<file path="config.mk">
export PLATFORM = sky130hd
export DESIGN_NAME = rx_dma_ring
export DESIGN_NICKNAME = d
export VERILOG_FILES = /design/src/rtl/rxr_pkg.sv /design/src/rtl/rx_set_regs.sv /design/src/rtl/rx_frame_writer.sv /design/src/rtl/rx_dma_ring.sv
export SDC_FILE = /design/constraint.sdc
export NUM_CORES = 1
export LEC_CHECK = 0
export BUFFER_PORTS_ARGS = -buffer_cell sky130_fd_sc_hd__buf_4
export CORE_ASPECT_RATIO = 1.75
export CORE_MARGIN = 4
export CORE_UTILIZATION = 45
export DETAILED_ROUTE_END_ITERATION = 16
export PLACE_DENSITY = 0.59
export SKIP_CTS_REPAIR_TIMING = 1
export SYNTH_ARGS = -nofsm -noshare
export SYNTH_HDL_FRONTEND = slang
export SYNTH_HIERARCHICAL = 1
export SYNTH_SLANG_ARGS = --single-unit
</file>
<file path="constraint.sdc">
create_clock -name clk_i -period 4.7 [get_ports clk_i]
set_input_delay 0.705 -clock clk_i [delete_from_list [all_inputs] [get_ports clk_i]]
set_output_delay 0.705 -clock clk_i [all_outputs]
set_load 0.02 [all_outputs]
</file>
<file path="src/rtl/rxr_pkg.sv">
package rxr_pkg;
  typedef enum logic [2:0] {ST_IDLE, ST_DATA, ST_DROP, ST_HDR_LO, ST_HDR_ST} wr_state_e;
  localparam logic [15:0] CMD_ARM  = 16'h9800;
  localparam logic [15:0] CMD_OFF  = 16'h1100;
  localparam logic [15:0] CTL_HALT = 16'h8800;
  localparam logic [15:0] CTL_RUN  = 16'h0400;
  localparam int STS_ERR_BIT  = 13;
  localparam int STS_RUN_BIT  = 10;
  localparam int STS_DONE_BIT = 8;
  localparam int LEN_W = 12;  // header length field width
endpackage

</file>
<file path="src/rtl/rx_set_regs.sv">
module rx_set_regs
  import rxr_pkg::*;
#(
  parameter int SLOTS = 8,
  parameter int AW    = 32,
  localparam int CNT_W = $clog2(SLOTS + 1)
) (
  input  logic             clk_i,
  input  logic             rst_ni,
  input  logic             cmd_we_i,
  input  logic             base_we_i,
  input  logic             cnt_we_i,
  input  logic [31:0]      wdata_i,
  input  logic             dec_i,
  output logic             armed_o,
  output logic [AW-1:0]    base_o,
  output logic [CNT_W-1:0] cnt_o
);
  logic             armed_q;
  logic [AW-1:0]    base_q;
  logic [CNT_W-1:0] cnt_q;

  always_ff @(posedge clk_i or negedge rst_ni) begin
    if (!rst_ni) begin
      armed_q <= 1'b0;
      base_q  <= '0;
      cnt_q   <= '0;
    end else begin
      if (cmd_we_i)  armed_q <= (wdata_i[15:0] == CMD_ARM);
      if (base_we_i) base_q  <= wdata_i[AW-1:0];
      if (cnt_we_i) begin
        if (wdata_i > 32'(SLOTS)) cnt_q <= CNT_W'(SLOTS);
        else                      cnt_q <= wdata_i[CNT_W-1:0];
      end else if (dec_i && cnt_q != '0) begin
        cnt_q <= cnt_q - 1'b1;
      end
    end
  end

  assign armed_o = armed_q;
  assign base_o  = base_q;
  assign cnt_o   = cnt_q;

  AST_CNT_BOUND: assert property (@(posedge clk_i) disable iff (!rst_ni)
    cnt_q <= CNT_W'(SLOTS));
  AST_CNT_STEP: assert property (@(posedge clk_i) disable iff (!rst_ni)
    (dec_i && !cnt_we_i && cnt_q != '0) |=> (cnt_q == CNT_W'($past(cnt_q) - 1'b1)));
endmodule

</file>
<file path="src/rtl/rx_frame_writer.sv">
module rx_frame_writer
  import rxr_pkg::*;
#(
  parameter int SLOT_BYTES = 2048,
  parameter int HDR_BYTES  = 16,
  parameter int AW         = 32,
  localparam int MAX_DATA  = SLOT_BYTES - HDR_BYTES
) (
  input  logic          clk_i,
  input  logic          rst_ni,
  input  logic          enable_i,
  input  logic          cur_ok_i,
  input  logic          oth_ok_i,
  input  logic [AW-1:0] cur_base_i,
  input  logic [AW-1:0] oth_base_i,
  input  logic          in_valid_i,
  output logic          in_ready_o,
  input  logic [7:0]    in_data_i,
  input  logic          in_last_i,
  input  logic [2:0]    in_flags_i,
  output logic          mem_we_o,
  output logic [AW-1:0] mem_addr_o,
  output logic [7:0]    mem_data_o,
  output logic          switch_o,
  output logic          miss_o,
  output logic          frame_done_o
);
  wr_state_e        state_q, state_d;
  logic [LEN_W-1:0] idx_q, idx_d;
  logic             trunc_q, trunc_d;
  logic [2:0]       flags_q, flags_d;
  logic [AW-1:0]    slot_q, slot_d;
  logic             we_d;
  logic [AW-1:0]    addr_d;
  logic [7:0]       data_d;

  assign in_ready_o = (state_q == ST_IDLE) || (state_q == ST_DATA) || (state_q == ST_DROP);

  always_comb begin
    state_d = state_q;
    idx_d = idx_q;
    trunc_d = trunc_q;
    flags_d = flags_q;
    slot_d = slot_q;
    we_d = 1'b0;
    addr_d = '0;
    data_d = '0;
    switch_o = 1'b0;
    miss_o = 1'b0;
    frame_done_o = 1'b0;
    unique case (state_q)
      ST_IDLE: if (in_valid_i) begin
        if (enable_i && (cur_ok_i || oth_ok_i)) begin
          slot_d   = cur_ok_i ? cur_base_i : oth_base_i;
          switch_o = !cur_ok_i;
          we_d     = 1'b1;
          addr_d   = slot_d + AW'(HDR_BYTES);
          data_d   = in_data_i;
          idx_d    = LEN_W'(1);
          trunc_d  = 1'b0;
          flags_d  = in_flags_i;
          state_d  = in_last_i ? ST_HDR_LO : ST_DATA;
        end else begin
          miss_o  = enable_i;
          state_d = in_last_i ? ST_IDLE : ST_DROP;
        end
      end
      ST_DATA: if (in_valid_i) begin
        if (idx_q < LEN_W'(MAX_DATA)) begin
          we_d   = 1'b1;
          addr_d = slot_q + AW'(HDR_BYTES) + AW'(idx_q);
          data_d = in_data_i;
          idx_d  = idx_q + 1'b1;
        end else begin
          trunc_d = 1'b1;
        end
        if (in_last_i) begin
          flags_d = in_flags_i;
          state_d = ST_HDR_LO;
        end
      end
      ST_DROP: if (in_valid_i && in_last_i) state_d = ST_IDLE;
      ST_HDR_LO: begin
        we_d = 1'b1;
        addr_d = slot_q;
        data_d = idx_q[7:0];
        state_d = ST_HDR_ST;
      end
      ST_HDR_ST: begin
        we_d = 1'b1;
        addr_d = slot_q + AW'(2);
        data_d = {trunc_q, flags_q, idx_q[LEN_W-1:8]};
        frame_done_o = 1'b1;
        state_d = ST_IDLE;
      end
      default: state_d = ST_IDLE;
    endcase
  end

  always_ff @(posedge clk_i or negedge rst_ni) begin
    if (!rst_ni) begin
      state_q <= ST_IDLE;
      idx_q <= '0;
      trunc_q <= 1'b0;
      flags_q <= '0;
      slot_q <= '0;
      mem_we_o <= 1'b0;
      mem_addr_o <= '0;
      mem_data_o <= '0;
    end else begin
      state_q <= state_d;
      idx_q <= idx_d;
      trunc_q <= trunc_d;
      flags_q <= flags_d;
      slot_q <= slot_d;
      mem_we_o <= we_d;
      mem_addr_o <= addr_d;
      mem_data_o <= data_d;
    end
  end

  AST_DROP_NO_WRITE: assert property (@(posedge clk_i) disable iff (!rst_ni)
    (state_q == ST_DROP) |=> !mem_we_o);
  AST_HDR_LEN_WRITE: assert property (@(posedge clk_i) disable iff (!rst_ni)
    (state_q == ST_HDR_LO) |=> (mem_we_o && mem_addr_o == $past(slot_q) && !in_ready_o));
  AST_WRITE_IN_SLOT: assert property (@(posedge clk_i) disable iff (!rst_ni)
    mem_we_o |-> ((mem_addr_o - slot_q) < AW'(SLOT_BYTES)));
endmodule

</file>
<file path="src/rtl/rx_dma_ring.sv">
module rx_dma_ring
  import rxr_pkg::*;
#(
  parameter int SLOTS      = 8,
  parameter int SLOT_BYTES = 2048,
  parameter int HDR_BYTES  = 16,
  parameter int AW         = 32,
  parameter int MISS_W     = 8
) (
  input  logic              clk_i,
  input  logic              rst_ni,
  input  logic              reg_we_i,
  input  logic [3:0]        reg_addr_i,
  input  logic [31:0]       reg_wdata_i,
  output logic [31:0]       reg_rdata_o,
  input  logic              in_valid_i,
  output logic              in_ready_o,
  input  logic [7:0]        in_data_i,
  input  logic              in_last_i,
  input  logic [2:0]        in_flags_i,
  output logic              mem_we_o,
  output logic [AW-1:0]     mem_addr_o,
  output logic [7:0]        mem_data_o,
  output logic              irq_o,
  output logic [MISS_W-1:0] missed_o
);
  localparam int CNT_W   = $clog2(SLOTS + 1);
  localparam int SLOT_SH = $clog2(SLOT_BYTES);

  logic             armed [2];
  logic [AW-1:0]    base  [2];
  logic [CNT_W-1:0] cnt   [2];
  logic [AW-1:0]    slot_base [2];
  logic [1:0]       set_ok;
  logic             cur_q;
  logic             run_q, done_q, err_q;
  logic [MISS_W-1:0] missed_q;
  logic             sw, miss, fdone;
  logic [1:0]       cmd_we;

  wire set_sel = !reg_addr_i[3];
  wire ctl_we  = reg_we_i && reg_addr_i[3];
  wire halt    = ctl_we && reg_wdata_i[15:0] == CTL_HALT;

  for (genvar g = 0; g < 2; g++) begin : g_set
    logic [AW-1:0] used;
    assign cmd_we[g] = reg_we_i && set_sel && reg_addr_i[2] == g[0] && reg_addr_i[1:0] == 2'd0;
    rx_set_regs #(.SLOTS(SLOTS), .AW(AW)) u_set (
      .clk_i, .rst_ni,
      .cmd_we_i (cmd_we[g]),
      .base_we_i(reg_we_i && set_sel && reg_addr_i[2] == g[0] && reg_addr_i[1:0] == 2'd1),
      .cnt_we_i (reg_we_i && set_sel && reg_addr_i[2] == g[0] && reg_addr_i[1:0] == 2'd2),
      .wdata_i  (reg_wdata_i),
      .dec_i    (fdone && cur_q == g[0]),
      .armed_o  (armed[g]),
      .base_o   (base[g]),
      .cnt_o    (cnt[g])
    );
    assign used = AW'(SLOTS) - AW'(cnt[g]);
    assign slot_base[g] = base[g] + (used << SLOT_SH);
    assign set_ok[g] = armed[g] && cnt[g] != '0;
  end

  rx_frame_writer #(.SLOT_BYTES(SLOT_BYTES), .HDR_BYTES(HDR_BYTES), .AW(AW)) u_wr (
    .clk_i, .rst_ni,
    .enable_i    (run_q),
    .cur_ok_i    (set_ok[cur_q]),
    .oth_ok_i    (set_ok[!cur_q]),
    .cur_base_i  (slot_base[cur_q]),
    .oth_base_i  (slot_base[!cur_q]),
    .in_valid_i, .in_ready_o, .in_data_i, .in_last_i, .in_flags_i,
    .mem_we_o, .mem_addr_o, .mem_data_o,
    .switch_o    (sw),
    .miss_o      (miss),
    .frame_done_o(fdone)
  );

  always_ff @(posedge clk_i or negedge rst_ni) begin
    if (!rst_ni) begin
      cur_q <= 1'b0;
      run_q <= 1'b0;
      done_q <= 1'b0;
      err_q <= 1'b0;
      missed_q <= '0;
    end else begin
      if (sw) cur_q <= !cur_q;
      if (halt) run_q <= 1'b0;
      else if (ctl_we && reg_wdata_i[15:0] == CTL_RUN) run_q <= 1'b1;
      if (fdone) done_q <= 1'b1;
      else if (halt || |cmd_we) done_q <= 1'b0;
      if (miss) err_q <= 1'b1;
      else if (halt) err_q <= 1'b0;
      if (miss && missed_q != '1) missed_q <= missed_q + 1'b1;
    end
  end

  always_comb begin
    reg_rdata_o = '0;
    if (reg_addr_i[3]) begin
      reg_rdata_o[STS_ERR_BIT]  = err_q;
      reg_rdata_o[STS_RUN_BIT]  = run_q;
      reg_rdata_o[STS_DONE_BIT] = done_q;
    end else begin
      unique case (reg_addr_i[1:0])
        2'd0: reg_rdata_o = {16'h0, armed[reg_addr_i[2]] ? CMD_ARM : CMD_OFF};
        2'd1: reg_rdata_o = 32'(base[reg_addr_i[2]]);
        2'd2: reg_rdata_o = 32'(cnt[reg_addr_i[2]]);
        default: reg_rdata_o = '0;
      endcase
    end
  end

  assign irq_o = done_q | err_q;
  assign missed_o = missed_q;

  AST_MISS_NO_WRAP: assert property (@(posedge clk_i) disable iff (!rst_ni)
    1'b1 |=> missed_q >= $past(missed_q));
  AST_DONE_IRQ: assert property (@(posedge clk_i) disable iff (!rst_ni)
    fdone |=> irq_o);
  AST_HALT_DROP: assert property (@(posedge clk_i) disable iff (!rst_ni)
    !run_q |-> !miss);
endmodule

</file>
==> flow_summary.yaml, run 1 <==
status:
  status: "finished, final reports clean"
synth:
  synth_edf_count: 0
  seq_area_frac_synth: 0.316
  synthDominantCellAreaShare: 0.316
  synthCells: 1561
  syn-cell-area_sq_um: 14100
  synthTopCellsByArea: "dfrtp_1 32%, mux2_2 9.8%, ha_1 6.4%, mux2i_1 5.1%, nand2_1 3.6%"
  avgSynthCellArea_sq_um: 9.03
  ys_ff_latch: 178
  yosys_warnings: 6
  async_flop_share: 1.00
  synth_ff_type: "dfrtp_1"
  netlist-cell-type-count: 87
  synth_most_common_cell: "dfrtp_1"
  synth_common_cells: "178 x dfrtp_1, 137 x nand2_1, 123 x mux2_2"
  synth_top_cell_by_area: "dfrtp_1"
  synth_nets: 1688
placement:
  dpl.hpwl_um: 31400
  gp_congestion: 0.889
  dp_slack_ns: 0.369
  port_buffers: 134
  dpl-instance-area_sq_um: 15500
setup_path:
  cpMaxStageDelayCell: "or4_1"
  critPathRequiredTime_ns: 4.99
  endpoint: "u_wr/mem_addr_o[23]"
  r2r_start: "g_set[1].u_set/cnt_o[0]"
  critPathCaptureType: "register"
  crit_arrival_ns: 4.59
  path_max_fanout: 15
  start_kind: "register"
  r2r_slack_ns: 0.40
  crit_type: "reg -> reg"
  worst_r2r_path_depth: 17
  path_cells: "inv_1 > ha_1 > nand2b_1 > and2_1 > buf_4 > ha_1 > a21o_1 > or3_1 > o21a_1 > xnor2_1 > o21ai_0 > nand4_1 > a22oi_1 > nand4_1 > or4_1 > nand3_1 > o211ai_1"
  critPathMaxStageDelay_ns: 0.60
  cp-startpoint: "g_set[1].u_set/cnt_o[0]"
  reg2reg_to: "u_wr/mem_addr_o[23]"
sta:
  finalCriticalPeriod_ns: 4.30
  timing.final.crit_share: 0.915
  maxSlewHeadroom: 0.228
  rsz0062_at_grt: "no"
  setup_slack_ns: 0.401
  drv_slew: 0
  tns_ns: 0
  worstMarginPinSlew_ns: 1.15
  fmax_mhz: 233
  setup_viol: 0
  skew_ns: 0.0170
  hold_viol: 0
clock_tree:
  cts_tree: "done"
  clk_transition_reported_paths_ns: 0.08
  clock-sinks: 178
  worstSkewPairLatency_ns: 0.45
  cts_max_level: 4
  clock_path_buffers: 2
  ctsRootBufferMaster: "clkbuf_16"
  numCtsBuffers: 17
global_routing:
  grt_pass1_vias: 12200
  grt_overflow: 0
  track_usage: 0.236
  grt_max_degree: 88
  grt_pass1_wl_um: 65600
  antenna_found_initial: 0
drt:
  detail_route.iter0.violations: 775
  drc_errors: 0
  wl_per_cell_um: 19.9
  vias: 12300
  ant_nets: 0
  viasPerCell: 5.99
  drtPass1Iterations: 5
  wl_um: 40900
die:
  rows: 85
  die_h_um: 242
  ios: 135
  start_util: 0.457
  die-area_sq_um: 34300
  die_w_um: 142
  coreArea_sq_um: 30800
layout:
  fin_area_sq_um: 16000
  antennaDiodeCount: 0
  area_growth_pct: 13.9
  drive_gt1_frac: 0.215
  nets: 1778
power_and_ir_drop:
  p_leak_nw: 7.12
  p_switching_mw: 2.06
  switching_share: 0.385
  pwr-share-comb: 0.388
  finalPower_mw: 5.36
  pwr-share-clk: 0.263
  seq_power_share: 0.349
  intPower_mw: 3.30
  p_per_area_nw_per_um2: 334
  max-vdd-ir-drop_uv: 262
hold_path:
  hold_path_class: "in -> async"
run:
  maxCapViolCount: 0
[layer usage]
layer | vias up | track usage | part of all wire
li1 | 5990 | - | -
met1 | 5935 | 0.279 | 0.40
met2 | 311 | 0.431 | 0.53
met3 | 75 | 0.0286 | 0.033
met4 | 0 | 0.0842 | 0.032
met5 | - | 0 | 0
[sequential cells by signal, indices dropped and copies added (netlist names)]
register	count
u_wr/mem_we_o	1
u_wr/mem_addr_o	32
u_wr/flags_q	3
cur_q	1
u_wr/state_q	3
g_set.u_set/base_o	64
done_q	1
g_set.u_set/cnt_o	8
u_wr/idx_q	12
u_wr/slot_q	32
err_q	1
run_q	1
u_wr/mem_data_o	8
u_wr/trunc_q	1
g_set.u_set/armed_o	2
missed_o	8
[layout by cell type (no fill, tap or decap), types with 11 or more instances in the layout]
master / netlist / layout
nor3_1: 29 / 28
nand2b_1: 13 / 13
nor2_1: 114 / 112
o211ai_1: 16 / 16
o21ai_0: 90 / 89
o21a_1: 12 / 12
inv_1: 47 / 47
and2_1: 11 / 11
and3_1: 12 / 12
nor4_1: 15 / 15
a211oi_1: 18 / 18
nand2_1: 137 / 137
a21o_1: 22 / 22
o221ai_1: 11 / 11
nand3_1: 59 / 59
a31oi_1: 17 / 17
mux2_2: 123 / 123
xnor2_1: 51 / 51
xor2_1: 38 / 38
buf_4: 0 / 153
and4_1: 14 / 14
nand4_1: 41 / 41
dfrtp_1: 178 / 177
ha_1: 72 / 72
clkbuf_16: 0 / 17
mux2i_1: 72 / 71
a21oi_1: 76 / 76
[power groups by stage]
| stage | clock network [mW] | logic (mW) | registers [mW] |
|---|---|---|---|
| 4_1_cts | 1.45 | 2.08 | 1.87 |
| 6_report | 1.41 | 2.08 | 1.87 |
| 3_5_place_dp | 0 | 2.06 | 1.90 |
| 3_3_place_gp | 0 | 2.04 | 1.89 |
| 5_1_grt | 1.50 | 2.32 | 1.90 |
| 2_1_floorplan | 0 | 1.57 | 1.83 |
[stage by stage]
| step | util | hold WS (ns) | std cells |
|---|---|---|---|
| 2_1_floorplan | - | 0.409 | 1561 |
| 3_3_place_gp | 0.501 | 0.485 | 2023 |
| 4_1_cts | 0.520 | 0.345 | 2055 |
| 5_1_grt | 0.520 | 0.390 | 2055 |
| 6_report | 0.520 | 0.321 | 2055 |
| 3_5_place_dp | 0.501 | 0.481 | 2023 |
[kinds of logic (layout without fill, tap and decap cells)]
group | count (synthesis) | after routing | share of synthesized area
AOI/OAI and AO/OA | 366 | 366 | 0.174
DFF | 178 | 178 | 0.316
adders and majority gates | 75 | 75 | 0.0682
buffers and inverters | 133 | 236 | 0.0379
muxes | 201 | 201 | 0.154
and+or+nand+nor | 519 | 519 | 0.194
xor gates and xnor gates | 89 | 89 | 0.0553
[cell type report]
type                       count  area [sq um]
clock inverter                15           158
sequential                   178          4460
fill                        2973         14800
multi-input combinational   1250          9160
inverter                      49           184
clock buffer                  17           425
timing repair buffer         155          1180
tap                          391           489
[worst max-delay path: cells and delay by family, from the launching register on]
family	cells	cell delay, ns
AO/OA/AOI/OAI	5	1.00
flip-flops	1	0.46
AND/OR/NAND/NOR	7	1.78
buffers and inverters	2	0.30
adder cells (fa/ha/maj)	2	0.44
XOR/XNOR	1	0.15
[worst min-delay path by stage]
stage | end | slack (ns) | cells after the start
final | u_wr/mem_data_o[6] | 0.32 | 1
after detailed placement | missed_o[4] | 0.48 | 1
after global routing | u_wr/mem_data_o[6] | 0.39 | 1
after CTS | u_wr/mem_data_o[6] | 0.35 | 1
after global placement | missed_o[4] | 0.49 | 1
after floorplan | cur_q | 0.41 | 0
Note: power is estimated with default switching activity, not from simulation.
==> run 2: changes to the inputs <==
--- a/config.mk
+++ b/config.mk
@@ -6,7 +6,8 @@
 export NUM_CORES = 1
 export LEC_CHECK = 0
 export BUFFER_PORTS_ARGS = -buffer_cell sky130_fd_sc_hd__buf_4
-export CORE_ASPECT_RATIO = 1.75
+export CAP_MARGIN = 5
+export CORE_ASPECT_RATIO = 0.8
 export CORE_MARGIN = 4
 export CORE_UTILIZATION = 45
 export DETAILED_ROUTE_END_ITERATION = 16
==> run 2 against run 1 <==
Compared with the run above:
- combinational power about the same
- non-clock buffer count unchanged
- routed wire length increased by 2.1%
- sequential share of layout area decreased by 0.12 points
- worst setup slack improved by 0.023 ns
- critical path type unchanged
==> flow_summary.yaml, run 2 (same netlist as run 1, synthesis figures left out) <==
setup_path:
  worst_r2r_path_depth: 18
  critPathCaptureType: "register"
  reg2reg_to: "u_wr/mem_addr_o[20]"
  path_cells: "inv_1 > ha_1 > xnor2_1 > ha_1 > nor2b_1 > o31a_1 > o31ai_4 > nand2b_1 > a21oi_1 > xnor2_1 > mux2_2 > nand4b_1 > a22oi_1 > nand4_1 > buf_4 > xor2_1 > a221oi_1 > nand3_1"
  crit_type: "reg -> reg"
  r2r_slack_ns: 0.42
  r2r_start: "g_set[1].u_set/cnt_o[0]"
  critPathMaxStageDelay_ns: 0.49
  cpMaxStageDelayCell: "dfrtp_1"
  start_kind: "register"
  path_max_fanout: 8
  path_buf_inv: 2
  critPathRequiredTime_ns: 5.03
  crit_arrival_ns: 4.60
  crit_family: "compound AO/OA/AOI/OAI gates"
hold_path:
  hold_path_class: "in -> async"
global_routing:
  antenna_found_initial: 0
  track_usage: 0.243
  grt_max_degree: 80
  busiest_layer: "met2"
  grt_pass1_wl_um: 67400
  grt_pass1_vias: 12000
  use_met2: 0.381
  grtUsageMet1: 0.359
  use_met3: 0.0336
  grt_overflow: 0
layout:
  area_growth_pct: 14.3
  final_common_cell: "dfrtp_1"
  drive_gt1_frac: 0.216
  nets: 1778
  layout_common_cells: "177 x dfrtp_1, 151 x buf_4, 137 x nand2_1"
  antennaDiodeCount: 0
  largest_reg_flops: 64
power_and_ir_drop:
  switching_share: 0.376
  p_leak_nw: 7.13
  seq_power_share: 0.345
  pwr-share-comb: 0.382
  p_switching_mw: 2.04
  p_per_area_nw_per_um2: 337
  pwr-share-clk: 0.273
  max-vdd-ir-drop_uv: 298
  intPower_mw: 3.39
sta:
  hold_viol: 0
  skew_ns: 0.0141
  worstMarginPinSlew_ns: 1.26
  finalCriticalPeriod_ns: 4.28
  maxSlewHeadroom: 0.152
  timing.final.crit_share: 0.910
  setup_slack_ns: 0.424
  drv_slew: 0
  setup_viol: 0
  rsz0062_at_grt: "no"
  fmax_mhz: 234
  tns_ns: 0
placement:
  port_buffers: 134
  gp_congestion: 0.899
  dpl.hpwl_um: 31100
  dp_slack_ns: 0.434
clock_tree:
  clock-sinks: 178
  cts_tree: "done"
  cts_max_level: 4
  ctsRootBufferMaster: "clkbuf_16"
  clk_transition_reported_paths_ns: 0.07
  clock_path_buffers: 2
  numCtsBuffers: 17
  worstSkewPairLatency_ns: 0.45
die:
  ios: 135
  die-area_sq_um: 34200
  start_util: 0.461
  die_w_um: 206
  die_h_um: 166
  coreArea_sq_um: 30600
  rows: 57
drt:
  drc_errors: 0
  vias: 12400
  drtPass1Iterations: 6
  viasPerCell: 5.99
  wl_um: 41700
  wl_per_cell_um: 20.1
  detail_route.iter0.violations: 839
  ant_nets: 0
run:
  maxCapViolCount: 0
status:
  status: "finished, final reports clean"
[run 2: cell count changes in the layout (fill, tap and decap cells not counted), moves of 2 or more]
| cell | delta |
|---|---|
| clkinv_8 | -3 |
| clkinv_4 | +3 |
| buf_4 | -2 |
| inv_6 | -2 |
| clkbuf_8 | +4 |
| inv_8 | -3 |
| buf_12 | +2 |
[run 2: stage by stage]
stage                     utilization  total power [mW]  area, sq um  hold slack (ns)  instances
after floorplan                     -              3.39        14100            0.409       1561
after global placement          0.507              3.93        15500            0.479       2045
after detailed placement        0.507              3.96        15500            0.479       2045
after CTS                       0.526              5.46        16100            0.326       2077
after global routing            0.527              5.80        16100            0.349       2077
final                           0.527              5.43        16100            0.294       2077
[run 2: cell type report]
cell class              count  area, sq um
multi-input cells        1250         9160
clock inverters            11          116
repair buffers            155         1200
flip-flops and latches    178         4460
inverters                  49          184
fillers                  2867        14500
clock buffers              21          480
well taps                 413          517
[run 2: routing by layer]
layer	vias up	wire (um)
li1	5984	-
met1	6118	20000
met2	312	19100
met3	31	2080
met4	0	558
met5	-	0
[run 2: power by group through the flow]
| stage | clock, mW | sequential [mW] | combinational [mW] |
|---|---|---|---|
| after global routing | 1.58 | 1.90 | 2.31 |
| after floorplan | 0 | 1.83 | 1.57 |
| after detailed placement | 0 | 1.91 | 2.05 |
| after CTS | 1.52 | 1.88 | 2.07 |
| after global placement | 0 | 1.90 | 2.03 |
| final | 1.48 | 1.87 | 2.07 |
[run 2: worst max path at each step]
stage | start | endpoint | cells past startpoint
floorplan | g_set[1].u_set/cnt_o[0] | u_wr/mem_addr_o[28] | 18
global placement | g_set[1].u_set/cnt_o[0] | u_wr/mem_addr_o[28] | 18
detailed placement | g_set[0].u_set/cnt_o[0] | u_wr/mem_addr_o[28] | 18
CTS | g_set[0].u_set/cnt_o[0] | u_wr/mem_addr_o[28] | 18
global route | g_set[1].u_set/cnt_o[0] | u_wr/mem_addr_o[20] | 17
finish | g_set[1].u_set/cnt_o[0] | u_wr/mem_addr_o[20] | 18
